`config.mk`:
```
export PLATFORM = sky130hd
export DESIGN_NAME = shared_fetch_cache
export DESIGN_NICKNAME = d
export VERILOG_FILES = /design/src/rtl/shared_fetch_pkg.sv /design/src/rtl/sfc_arbiter.sv /design/src/rtl/sfc_thread_ctx.sv /design/src/rtl/sfc_line_store.sv /design/src/rtl/shared_fetch_cache.sv
export SDC_FILE = /design/constraint.sdc
export NUM_CORES = 1
export LEC_CHECK = 0
export BUFFER_PORTS_ARGS = -buffer_cell sky130_fd_sc_hd__clkbuf_2
export CORE_ASPECT_RATIO = 0.9
export CORE_UTILIZATION = 40
export DETAILED_ROUTE_END_ITERATION = 6
export PLACE_DENSITY_LB_ADDON = 0.3
export SYNTH_ARGS = -nofsm -noshare
export SYNTH_HDL_FRONTEND = slang
export SYNTH_HIERARCHICAL = 1
export SYNTH_SLANG_ARGS = --single-unit
```
`constraint.sdc`:
```
create_clock -name clk -period 5.5 [get_ports clk]
set_input_delay 1.1 -clock clk [delete_from_list [all_inputs] [get_ports clk]]
set_output_delay 1.1 -clock clk [all_outputs]
set_load 0.005 [all_outputs]
```
`src/rtl/shared_fetch_pkg.sv`:
```
package shared_fetch_pkg;
   localparam int unsigned NTHR = 2;
   typedef enum logic {THR_A = 1'b0, THR_B = 1'b1} thr_e;
endpackage

```
`src/rtl/sfc_arbiter.sv`:
```
module sfc_arbiter
   import shared_fetch_pkg::*;
(
   input  logic            clk,
   input  logic            rst_n,
   input  logic [NTHR-1:0] elig,
   output logic [NTHR-1:0] gnt,
   output thr_e            gnt_thr,
   output logic            gnt_any
);
   thr_e last_q;

   always_comb begin
      case (elig)
         2'b01:   gnt = 2'b01;
         2'b10:   gnt = 2'b10;
         2'b11:   gnt = (last_q == THR_A) ? 2'b10 : 2'b01;
         default: gnt = 2'b00;
      endcase
      gnt_thr = gnt[1] ? THR_B : THR_A;
      gnt_any = |gnt;
   end

   always_ff @(posedge clk) begin
      if (!rst_n)       last_q <= THR_B;
      else if (gnt_any) last_q <= gnt_thr;
   end
endmodule

```
`src/rtl/sfc_thread_ctx.sv`:
```
module sfc_thread_ctx #(
   parameter int unsigned ADDR_W   = 16,
   parameter logic [ADDR_W-1:0] RESET_PC = '0
) (
   input  logic              clk,
   input  logic              rst_n,
   input  logic              redir,
   input  logic [ADDR_W-1:0] redir_pc,
   input  logic              advance,
   input  logic              miss,
   input  logic              fill_match,
   output logic [ADDR_W-1:0] pc,
   output logic              pend
);
   always_ff @(posedge clk) begin
      if (!rst_n) begin
         pc   <= RESET_PC;
         pend <= 1'b0;
      end else begin
         if (redir)        pc <= redir_pc;
         else if (advance) pc <= pc + 1'b1;

         if (redir)           pend <= 1'b0;
         else if (miss)       pend <= 1'b1;
         else if (fill_match) pend <= 1'b0;
      end
   end
endmodule

```
`src/rtl/sfc_line_store.sv`:
```
module sfc_line_store
   import shared_fetch_pkg::*;
#(
   parameter int unsigned LINES  = 16,
   parameter int unsigned TAG_W  = 12,
   parameter int unsigned DATA_W = 32,
   localparam int unsigned IDX_W = $clog2(LINES)
) (
   input  logic              clk,
   input  logic              rst_n,
   input  logic [IDX_W-1:0]  rd_idx,
   output logic              rd_valid,
   output logic [TAG_W-1:0]  rd_tag,
   output thr_e              rd_thr,
   output logic [DATA_W-1:0] rd_data,
   input  logic              wr_en,
   input  logic [IDX_W-1:0]  wr_idx,
   input  logic [TAG_W-1:0]  wr_tag,
   input  thr_e              wr_thr,
   input  logic [DATA_W-1:0] wr_data
);
   logic [LINES-1:0] line_vld;
   logic [TAG_W-1:0]  line_tag  [LINES];
   thr_e              line_thr  [LINES];
   logic [DATA_W-1:0] line_data [LINES];

   for (genvar i = 0; i < LINES; i++) begin : g_line
      logic              v_q;
      logic [TAG_W-1:0]  t_q;
      thr_e              o_q;
      logic [DATA_W-1:0] d_q;
      logic              hit_wr;

      assign hit_wr = wr_en && (wr_idx == IDX_W'(i));

      always_ff @(posedge clk) begin
         if (!rst_n)      v_q <= 1'b0;
         else if (hit_wr) v_q <= 1'b1;
      end

      always_ff @(posedge clk) begin
         if (hit_wr) begin
            t_q <= wr_tag;
            o_q <= wr_thr;
            d_q <= wr_data;
         end
      end

      assign line_vld[i]  = v_q;
      assign line_tag[i]  = t_q;
      assign line_thr[i]  = o_q;
      assign line_data[i] = d_q;
   end

   assign rd_valid = line_vld[rd_idx];
   assign rd_tag   = line_tag[rd_idx];
   assign rd_thr   = line_thr[rd_idx];
   assign rd_data  = line_data[rd_idx];
endmodule

```
`src/rtl/shared_fetch_cache.sv`:
```
module shared_fetch_cache
   import shared_fetch_pkg::*;
#(
   parameter int unsigned ADDR_W   = 16,
   parameter int unsigned DATA_W   = 32,
   parameter int unsigned LINES    = 16,
   parameter logic [ADDR_W-1:0] RESET_PC = '0
) (
   input  logic                   clk,
   input  logic                   rst_n,
   input  logic [1:0]             fetch_en,
   input  logic [1:0]             stall,
   input  logic [1:0]             redir_vld,
   input  logic [2*ADDR_W-1:0]    redir_pc,
   input  logic                   fill_vld,
   input  logic [ADDR_W-1:0]      fill_addr,
   input  logic                   fill_tid,
   input  logic [DATA_W-1:0]      fill_data,
   output logic                   mem_req,
   output logic [ADDR_W-1:0]      mem_req_addr,
   output logic                   mem_req_tid,
   output logic                   out_vld,
   output logic                   out_tid,
   output logic [ADDR_W-1:0]      out_addr,
   output logic [DATA_W-1:0]      out_data
);
   localparam int unsigned INDEX_W = $clog2(LINES);
   localparam int unsigned TAG_W   = ADDR_W - INDEX_W;

   if (LINES < 2 || (LINES & (LINES - 1)) != 0) begin : g_bad_lines
      $error("LINES must be a power of two of at least 2");
   end
   if (ADDR_W <= INDEX_W) begin : g_bad_addr
      $error("ADDR_W must exceed the index width");
   end
   if (DATA_W < 1) begin : g_bad_data
      $error("DATA_W must be positive");
   end

   logic [NTHR-1:0]   elig;
   logic [NTHR-1:0]   gnt;
   logic [NTHR-1:0]   pend;
   logic [NTHR-1:0]   adv;
   logic [NTHR-1:0]   miss_set;
   logic [NTHR-1:0]   fill_match;
   logic [ADDR_W-1:0] pc_q [NTHR];
   thr_e              gnt_thr;
   logic              gnt_any;
   logic              hit;
   logic [ADDR_W-1:0] look_pc;
   logic              rd_valid;
   logic [TAG_W-1:0]  rd_tag;
   thr_e              rd_thr;
   logic [DATA_W-1:0] rd_data;

   for (genvar t = 0; t < NTHR; t++) begin : g_thr
      assign elig[t]       = fetch_en[t] & ~stall[t] & ~pend[t] & ~redir_vld[t];
      assign adv[t]        = gnt[t] & hit;
      assign miss_set[t]   = gnt[t] & ~hit;
      assign fill_match[t] = fill_vld && (fill_tid == 1'(t)) && (fill_addr == pc_q[t]);

      sfc_thread_ctx #(
         .ADDR_W   (ADDR_W),
         .RESET_PC (RESET_PC)
      ) u_ctx (
         .clk        (clk),
         .rst_n      (rst_n),
         .redir      (redir_vld[t]),
         .redir_pc   (redir_pc[t*ADDR_W +: ADDR_W]),
         .advance    (adv[t]),
         .miss       (miss_set[t]),
         .fill_match (fill_match[t]),
         .pc         (pc_q[t]),
         .pend       (pend[t])
      );
   end

   sfc_arbiter u_arb (
      .clk     (clk),
      .rst_n   (rst_n),
      .elig    (elig),
      .gnt     (gnt),
      .gnt_thr (gnt_thr),
      .gnt_any (gnt_any)
   );

   assign look_pc = (gnt_thr == THR_B) ? pc_q[1] : pc_q[0];

   sfc_line_store #(
      .LINES  (LINES),
      .TAG_W  (TAG_W),
      .DATA_W (DATA_W)
   ) u_store (
      .clk      (clk),
      .rst_n    (rst_n),
      .rd_idx   (look_pc[INDEX_W-1:0]),
      .rd_valid (rd_valid),
      .rd_tag   (rd_tag),
      .rd_thr   (rd_thr),
      .rd_data  (rd_data),
      .wr_en    (fill_vld),
      .wr_idx   (fill_addr[INDEX_W-1:0]),
      .wr_tag   (fill_addr[ADDR_W-1:INDEX_W]),
      .wr_thr   (thr_e'(fill_tid)),
      .wr_data  (fill_data)
   );

   assign hit = gnt_any && rd_valid && (rd_tag == look_pc[ADDR_W-1:INDEX_W]) && (rd_thr == gnt_thr);

   always_ff @(posedge clk) begin
      if (!rst_n) begin
         out_vld <= 1'b0;
         mem_req <= 1'b0;
      end else begin
         out_vld <= hit;
         mem_req <= gnt_any & ~hit;
      end
   end

   always_ff @(posedge clk) begin
      if (gnt_any) begin
         out_tid      <= gnt_thr;
         out_addr     <= look_pc;
         out_data     <= rd_data;
         mem_req_addr <= look_pc;
         mem_req_tid  <= gnt_thr;
      end
   end
endmodule

```
==> results.json <==
{
  "fin_crit_ns": 5.08,
  "timing.final.ws_setup_ns": 0.419,
  "dp_hpwl_um": 43200,
  "die_y_um": 271,
  "io_buffer_count": 157,
  "layout_commonest_cell": "edfxtp_1",
  "start_util_pct": 40.4,
  "ys_seq_elements": 822,
  "num_io_pins": 158,
  "grt_pass1_vias": 17200,
  "crit_type": "in2reg",
  "clkSlewWorstSetupHoldPaths_ns": 0.06,
  "die_x_um": 301,
  "finalHoldViolCount": 0,
  "ys_seq_area_share_pct": 75.2,
  "critPathArrivalTime_ns": 5.64,
  "gp_congestion": 0.840,
  "cts_inserted_buffers": 85,
  "cts_root_buf": "clkbuf_16",
  "status": "finished, final reports clean",
  "timing.hold.ws_ns": 0.463,
  "synth_top_area_cell": "edfxtp_1",
  "grt_overflow": 0,
  "ctsResizeCount": 0,
  "place_ws_ns": -0.214,
  "hold_buffers": 0,
  "final_antenna_net_count": 0,
  "antenna_found_initial": 5,
  "synth.distinct_cells": 56,
  "drt_iter0_drc": 1374,
  "area_growth_pct": 16.0,
  "fin_nets": 1887,
  "p_leak_nw": 12.0,
  "wl_per_cell_um": 25.9,
  "rsz0062_at_grt": "no",
  "final_cell_mix": "edfxtp_1, mux4_2, clkbuf_2",
  "htree_levels": 3,
  "end_kind": "register",
  "worstHoldPathType": "reg2reg",
  "routed_wl_um": 75300,
  "setup_viol": 0,
  "fmax_ghz": 0.197,
  "num_rows": 98,
  "async_flop_share_pct": 0,
  "cp-start-kind": "primary input",
  "maxSlewHeadroom_pct": 17.4,
  "grt_start_max_net_pins": 54,
  "drive_gt1_share_pct": 31.8,
  "vias": 16300,
  "post_cts_buffers": 0,
  "clk_path_buf_depth": 3,
  "via_per_inst": 5.58,
  "finalCritPeriodShare_pct": 92.4,
  "total_power_mw": 13.8,
  "cellPowerDensity_nw_per_um2": 370,
  "drcViolationCount": 0,
  "yosysTopAreaCellShare_pct": 71.9,
  "core_um2": 79500,
  "diodes": 0,
  "grt_usage_pct": 18.7,
  "fin_util_pct": 46.9,
  "syn_nets": 1661,
  "skew_ns": 0.0192,
  "tightest_slew_ns": 1.24,
  "syn_area_um2": 32100,
  "synth-main-ff-cell": "edfxtp_1",
  "worstPathRequired_ns": 6.06,
  "synth_edf_count": 769,
  "synthTopCellsByArea": "edfxtp_1, mux4_2, dfxtp_1",
  "fin_setup_tns_ns": 0,
  "syn_avg_cell_area_um2": 20.5,
  "dieArea_um2": 81400,
  "ir_drop_uv": 238,
  "clkLatencyLatePin_ns": 0.63,
  "slew_violations": 0,
  "grt_pass1_wl_um": 112000,
  "cap_violations": 0,
  "cts_tree": "yes",
  "firstDrtPassIters": 5,
  "syn_inst": 1569,
  "ys_warn_count": 6,
  "crit_fanout": 12,
  "cts_num_sinks": 822
}
## synth_stat cells, drive strengths merged, types with 10 or more instances
cell type,n
a211oi,12
a22oi,92
a31oi,10
buf,67
clkbuf,29
dfxtp,53
edfxtp,769
inv,12
mux2,16
mux4,184
nand2,55
nand2b,10
nand3,12
nand4,19
nor2,31
nor2b,11
nor4,12
o21a,16
o21ai,21
or4,12
xnor2,34
xor2,19
## flip-flops by register name, summed over array words and instances, names as in the netlist, 2 cells and up
signal	count
g_thr.u_ctx/pend	2
u_store/g_line.o_q	16
u_store/g_line.d_q	512
u_store/g_line.v_q	16
out_addr	16
g_thr.u_ctx/pc	32
u_store/g_line.t_q	192
out_data	32
## per-stage QoR
step | instance area (um2) | std cells
floorplan | 32100 | 1569
CTS | 37300 | 2913
global placement | 34500 | 2758
detailed placement | 34500 | 2758
global route | 37300 | 2913
finish | 37300 | 2913
## cell families after synthesis
kind of cell	count (synthesis)	synth area share, %
AOI/OAI and AO/OA	186	4.27
xor gates and xnor gates	53	1.45
adders and majority gates	2	0.0779
buffers and inverters	110	2.12
DFF	822	75.2
muxes	204	13.6
and+or+nand+nor	192	3.28
## cell type report
class,count,area [um2]
tap,1050,1310
clock buffer,108,2300
timing repair buffer,235,1480
multi-input combinational,637,7450
clock inverter,47,517
inverter,14,52.6
fill,6588,42200
sequential,822,24200
## critical path, cell delays in order
cell      delay, ns
clkbuf_2       0.08
nor4b_1        0.42
nor2b_2        0.34
mux2_8         0.47
buf_12         0.18
buf_4          0.18
mux4_2         0.43
a22oi_1        0.20
nand2_1        0.13
xnor2_1        0.21
nand3_1        0.15
or4_4          0.56
nor2_1         0.28
nand2_2        0.19
or4_1          0.55
a31oi_1        0.18
## power breakdown
| part | internal [mW] | switching [mW] | total, mW |
|---|---|---|---|
| Combinational | 0.399 | 0.531 | 0.930 |
| Clock | 3.43 | 2.35 | 5.77 |
| Sequential | 7.01 | 0.0733 | 7.08 |
| Total | 10.8 | 2.95 | 13.8 |
## layer usage
metal | global-route usage, % | routed length [um] | vias to the layer above
met5 | 0 | 69 | -
met4 | 5.32 | 1740 | 10
met3 | 3.57 | 4150 | 140
met2 | 31.0 | 37300 | 461
met1 | 25.2 | 32000 | 8665
li1 | - | - | 6982
## path summary, 6_finish.rpt
path	slack (ns)	start	to	cells after the start
setup / recovery	0.42	stall[1]	g_thr[0].u_ctx/pc[8]	16
hold / removal	0.46	u_store/g_line[11].v_q	u_store/g_line[11].v_q	1
setup reg to reg	0.67	g_thr[1].u_ctx/pend	g_thr[0].u_ctx/pc[8]	15
hold reg to reg	0.46	u_store/g_line[11].v_q	u_store/g_line[11].v_q	1
Note: power is estimated with default switching activity, not from simulation.
